[src/rtl/rptr_pkg.sv]
package rptr_pkg;
   localparam logic LVL_DOM = 1'b0;
   localparam logic LVL_REC = 1'b1;
   localparam int   NSEG    = 2;

   function automatic logic is_dom(input logic lvl_n);
      return lvl_n == LVL_DOM;
   endfunction

   function automatic logic to_lvl(input logic dom);
      return dom ? LVL_DOM : LVL_REC;
   endfunction
endpackage

[src/rtl/rptr_rx_gate.sv]
// Per-segment receive qualification: disable gating plus echo mask with
// a release hold-off that restarts whenever the drive on this segment ends.
module rptr_rx_gate #(
   parameter int REL_CYC = 6
) (
   input  logic clk,
   input  logic rst_n,
   input  logic line_n,
   input  logic seg_off,
   input  logic drv_q,
   input  logic drv_d,
   output logic rx_dom
);
   import rptr_pkg::*;
   localparam int CNT_W = (REL_CYC < 2) ? 1 : $clog2(REL_CYC + 1);
   localparam logic [CNT_W-1:0] CNT_LOAD = CNT_W'(REL_CYC);

   logic [CNT_W-1:0] hold_cnt;
   logic             masked;

   always_ff @(posedge clk or negedge rst_n) begin
      if (!rst_n) begin
         hold_cnt <= '0;
      end else if (drv_q) begin
         hold_cnt <= drv_d ? '0 : CNT_LOAD;
      end else if (hold_cnt != '0) begin
         hold_cnt <= hold_cnt - 1'b1;
      end
   end

   assign masked = drv_q || (hold_cnt != '0);
   assign rx_dom = is_dom(line_n) && !seg_off && !masked;
endmodule

[src/rtl/rptr_fwd.sv]
// Forwarding matrix: which sources reach which segment and which receive output.
module rptr_fwd (
   input  logic       loc_dom,
   input  logic       exp_dom,
   input  logic [1:0] rx_dom,
   input  logic [1:0] seg_off,
   output logic [1:0] drv_d,
   output logic       loc_rx_dom,
   output logic       exp_rx_dom
);
   logic tx_any;
   assign tx_any = loc_dom || exp_dom;

   for (genvar b = 0; b < 2; b++) begin : g_seg
      // a segment is fed by the transmit inputs and the opposite segment only
      assign drv_d[b] = (tx_any || rx_dom[1-b]) && !seg_off[b];
   end

   assign loc_rx_dom = tx_any  || (|rx_dom);
   assign exp_rx_dom = loc_dom || (|rx_dom);
endmodule

[src/rtl/dual_can_repeater.sv]
module dual_can_repeater #(
   parameter int REL_CYC = 6
) (
   input  logic       clk,
   input  logic       rst_n,
   input  logic       loc_tx_n,
   input  logic       exp_tx_n,
   input  logic [1:0] line_rx_n,
   input  logic [1:0] bus_off,
   output logic [1:0] line_tx_n,
   output logic       loc_rx_n,
   output logic       exp_rx_n
);
   import rptr_pkg::*;

   if (REL_CYC < 1) begin : g_bad_rel
      $error("REL_CYC must be at least 1");
   end

   logic [1:0] drv_q, drv_d, rx_dom;
   logic       loc_rx_dom, exp_rx_dom;
   logic       loc_rx_q, exp_rx_q;

   for (genvar b = 0; b < NSEG; b++) begin : g_rx
      rptr_rx_gate #(.REL_CYC(REL_CYC)) u_gate (
         .clk     (clk),
         .rst_n   (rst_n),
         .line_n  (line_rx_n[b]),
         .seg_off (bus_off[b]),
         .drv_q   (drv_q[b]),
         .drv_d   (drv_d[b]),
         .rx_dom  (rx_dom[b])
      );
   end

   rptr_fwd u_fwd (
      .loc_dom    (is_dom(loc_tx_n)),
      .exp_dom    (is_dom(exp_tx_n)),
      .rx_dom     (rx_dom),
      .seg_off    (bus_off),
      .drv_d      (drv_d),
      .loc_rx_dom (loc_rx_dom),
      .exp_rx_dom (exp_rx_dom)
   );

   always_ff @(posedge clk or negedge rst_n) begin
      if (!rst_n) begin
         drv_q    <= '0;
         loc_rx_q <= 1'b0;
         exp_rx_q <= 1'b0;
      end else begin
         drv_q    <= drv_d;
         loc_rx_q <= loc_rx_dom;
         exp_rx_q <= exp_rx_dom;
      end
   end

   for (genvar b = 0; b < NSEG; b++) begin : g_out
      assign line_tx_n[b] = to_lvl(drv_q[b]);
   end
   assign loc_rx_n = to_lvl(loc_rx_q);
   assign exp_rx_n = to_lvl(exp_rx_q);
endmodule

[config.mk]
export PLATFORM = sky130hd
export DESIGN_NAME = dual_can_repeater
export DESIGN_NICKNAME = d
export VERILOG_FILES = /design/src/rtl/rptr_pkg.sv /design/src/rtl/rptr_rx_gate.sv /design/src/rtl/rptr_fwd.sv /design/src/rtl/dual_can_repeater.sv
export SDC_FILE = /design/constraint.sdc
export NUM_CORES = 1
export LEC_CHECK = 0
export ABC_CLOCK_PERIOD_IN_PS = 2470
export BUFFER_PORTS_ARGS = -buffer_cell sky130_fd_sc_hd__buf_4
export CAP_MARGIN = 40
export CELL_PAD_IN_SITES_DETAIL_PLACEMENT = 1
export CELL_PAD_IN_SITES_GLOBAL_PLACEMENT = 2
export CORE_ASPECT_RATIO = 1.1
export CORE_UTILIZATION = 33
export DETAILED_ROUTE_END_ITERATION = 8
export GPL_TIMING_DRIVEN = 0
export PLACE_DENSITY = 0.8
export SYNTH_ARGS = -nofsm -noshare
export SYNTH_HDL_FRONTEND = slang
export SYNTH_SLANG_ARGS = --single-unit
[constraint.sdc]
create_clock -name clk -period 2.47 [get_ports clk]
set_clock_uncertainty 0.1 [all_clocks]
set_input_delay 0 -clock clk [delete_from_list [all_inputs] [get_ports clk]]
set_output_delay 0 -clock clk [all_outputs]
set_load 0.02 [all_outputs]
==> out/qor.yml <==
status:
  status: "finished clean"
synthesis:
  synth-main-ff-cell: "dfrtp_1"
  async_flop_share_pct: 100
  yosys.area.top_type: "dfrtp_1"
  synth_commonest_cells: "dfrtp_1 (10), inv_1 (8), ha_1 (4), nor2_1 (4), nand2_1 (3)"
  synth_area_leaders: "dfrtp_1 (46%), ha_1 (9.2%), inv_1 (5.5%)"
  syn-cell-area_um2: 546
  syn_avg_cell_area_um2: 10.5
  synth.distinct_cells: 24
  synthesis.nets: 64
  synth-seq-cells: 10
  ys.warnings.count: 0
  yosysMostFrequentCell: "dfrtp_1"
  seq_area_frac_synth_pct: 45.9
  synth_edf_count: 0
  synth_top_area_share_pct: 45.9
  synth_cells: 52
critical_path:
  cp_max_fo: 5
  path_cells: "inv_1, ha_1, nand2b_4, or4_4, a31oi_1, dlygate4sd3_1"
  cp.required_ns: 2.58
  critical_path_class: "reg2reg"
  end_kind: "flip-flop"
  setup.worst_path.start_class: "flip-flop"
  max_stage_delay_ns: 0.57
  cpMaxStageDelayCell: "dlygate4sd3_1"
  worstPathArrival_ns: 2.26
final_layout:
  area_delta_synth_final_pct: 44.0
  stdcell_count: 94
  fin_util_pct: 50.4
  nets: 90
  fillerInstances: 178
  diodes: 0
  drive_above_1_share_pct: 23.4
route:
  vias: 468
  first_pass_iters: 4
  drc_errors: 0
  routed_wl_mm: 1.16
  drtIter0Drc: 6
  viasPerCell: 4.98
  ant_nets: 0
  wl_per_cell_um: 12.3
clock_tree:
  numCtsBuffers: 3
  cts_root_buf: "clkbuf_4"
  postCtsSetupRepairBufs: 0
  cts_tree: "built"
  clkLatencyLatePin_ns: 0.27
  htreeDepth: 1
  post_cts_resized: 0
  cts.clk_slew.worst_paths_ns: 0.07
  clock_path_buffers: 2
  clkSinkCount: 10
power:
  peakVddDrop_mv: 0.357
  leakage_nw: 0.384
  power_density_nw_per_um2: 898
  power_mw: 0.706
sta:
  finalCritPeriodShare_pct: 87.1
  rsz0062_at_grt: "no"
  timing.fmax_mhz: 465
  setup-tns-final_ns: 0
  setup_viol: 0
  finalCriticalPeriod_ns: 2.15
  slew_headroom_pct: 68.8
  finalHoldViolCount: 0
  maxSlewViolCount: 0
  tightestPinTransition_ns: 0.467
place:
  dp_hpwl_um: 840
  port_buffers: 11
  place_congestion: 0.692
  dp_cells: 80
hold_path:
  hp-class: "in2reg"
global_route:
  grt_pass1_wl_mm: 1.86
  grt_pass1_vias: 456
  grt_overflow: 0
  grt_max_degree: 11
  track_usage_pct: 15.3
  antenna_found_initial: 0
run:
  drv_cap: 0
die:
  start_util_pct: 35.0
  rows: 15
  die_area_um2: 1820
  die-width_um: 40.8
  die_h_um: 44.6
  ios: 12
  core_area_um2: 1560
where the power goes:
group | switching (mW) | total, mW | internal (mW) | leakage [nW]
clock | 0.0615 | 0.151 | 0.0898 | 0.0210
sequential | 0.0322 | 0.250 | 0.218 | 0.116
combinational | 0.142 | 0.305 | 0.162 | 0.247
per-layer routing:
metal,global-route usage [%],share of wire [%]
met1,19.4,46
met2,23.8,47
met3,6.03,5.7
met4,4.00,0.43
met5,0,0
flip-flops by register name, summed over array words and instances, names as in the netlist:
register and flops:
drv_q 2, exp_rx_q 1, g_rx.u_gate.hold_cnt 6, loc_rx_q 1
cell families after synthesis:
logic type | Yosys count | synth area share, %
AND/OR/NAND/NOR | 18 | 20.6
flip-flops | 10 | 45.9
AO/OA/AOI/OAI | 8 | 11.9
buffers and inverters | 8 | 5.50
adder cells (fa/ha/maj) | 4 | 9.17
XOR/XNOR | 2 | 3.21
multiplexers | 2 | 3.67
layout make-up:
| cell class | instances | area [um2] | share of cell area, % |
|---|---|---|---|
| flip-flops and latches | 10 | 250 | 31.8 |
| repair buffers | 21 | 183 | 23.2 |
| clock buffers | 4 | 36.3 | 4.62 |
| multi-input cells | 34 | 265 | 33.8 |
| well taps | 17 | 21.3 | 2.71 |
| inverters | 8 | 30.0 | 3.82 |
cells in the final DEF, fill, tap and decap left out, types with 2 or more instances in the layout:
cell type,Yosys,final
nand2b_1,2,2
buf_4,0,11
dlygate4sd3_1,0,10
nor2_1,4,4
clkbuf_4,0,3
ha_1,4,4
xnor2_1,2,2
nand2_1,3,3
dfrtp_1,10,10
nor2b_1,2,2
mux2i_1,2,2
inv_1,8,8
critical path: cells and delay by family (launching register included):
| kind | cells | cell delay [ns] |
|---|---|---|
| buf+inv | 2 | 0.66 |
| fa+ha+maj | 1 | 0.21 |
| flops | 1 | 0.40 |
| compound gates | 1 | 0.19 |
| simple gates | 2 | 0.53 |
stage by stage:
step	setup WS (ns)	area, um2	hold WS (ns)
3_5_place_dp	0.769	649	-0.262
3_3_place_gp	0.791	649	-0.262
6_report	0.319	786	0.0920
4_1_cts	0.357	786	0.0992
2_1_floorplan	0.861	546	-0.396
5_1_grt	0.200	786	0.135
path summary, 6_finish.rpt:
kind                                                 start                         end  slack [ns]  cells past startpoint
worst max-delay path            g_rx[1].u_gate.hold_cnt[0]                    drv_q[0]        0.32                      6
worst min-delay path                          line_rx_n[0]                    drv_q[1]        0.09                      4
worst max register to register  g_rx[1].u_gate.hold_cnt[0]                    drv_q[0]        0.32                      6
worst min register to register                    drv_q[1]  g_rx[1].u_gate.hold_cnt[0]        0.43                      1
max in group asynchronous                            rst_n  g_rx[0].u_gate.hold_cnt[1]        1.30                      3
min in group asynchronous                            rst_n                    drv_q[0]        0.65                      3
timing repair:
item / in CTS / in global routing
setup endpoints to repair: 0 / 0
hold buffers: 10 / 0
endpoints found under the hold margin: 16 / 0
Note: power is estimated with default switching activity, not from simulation.
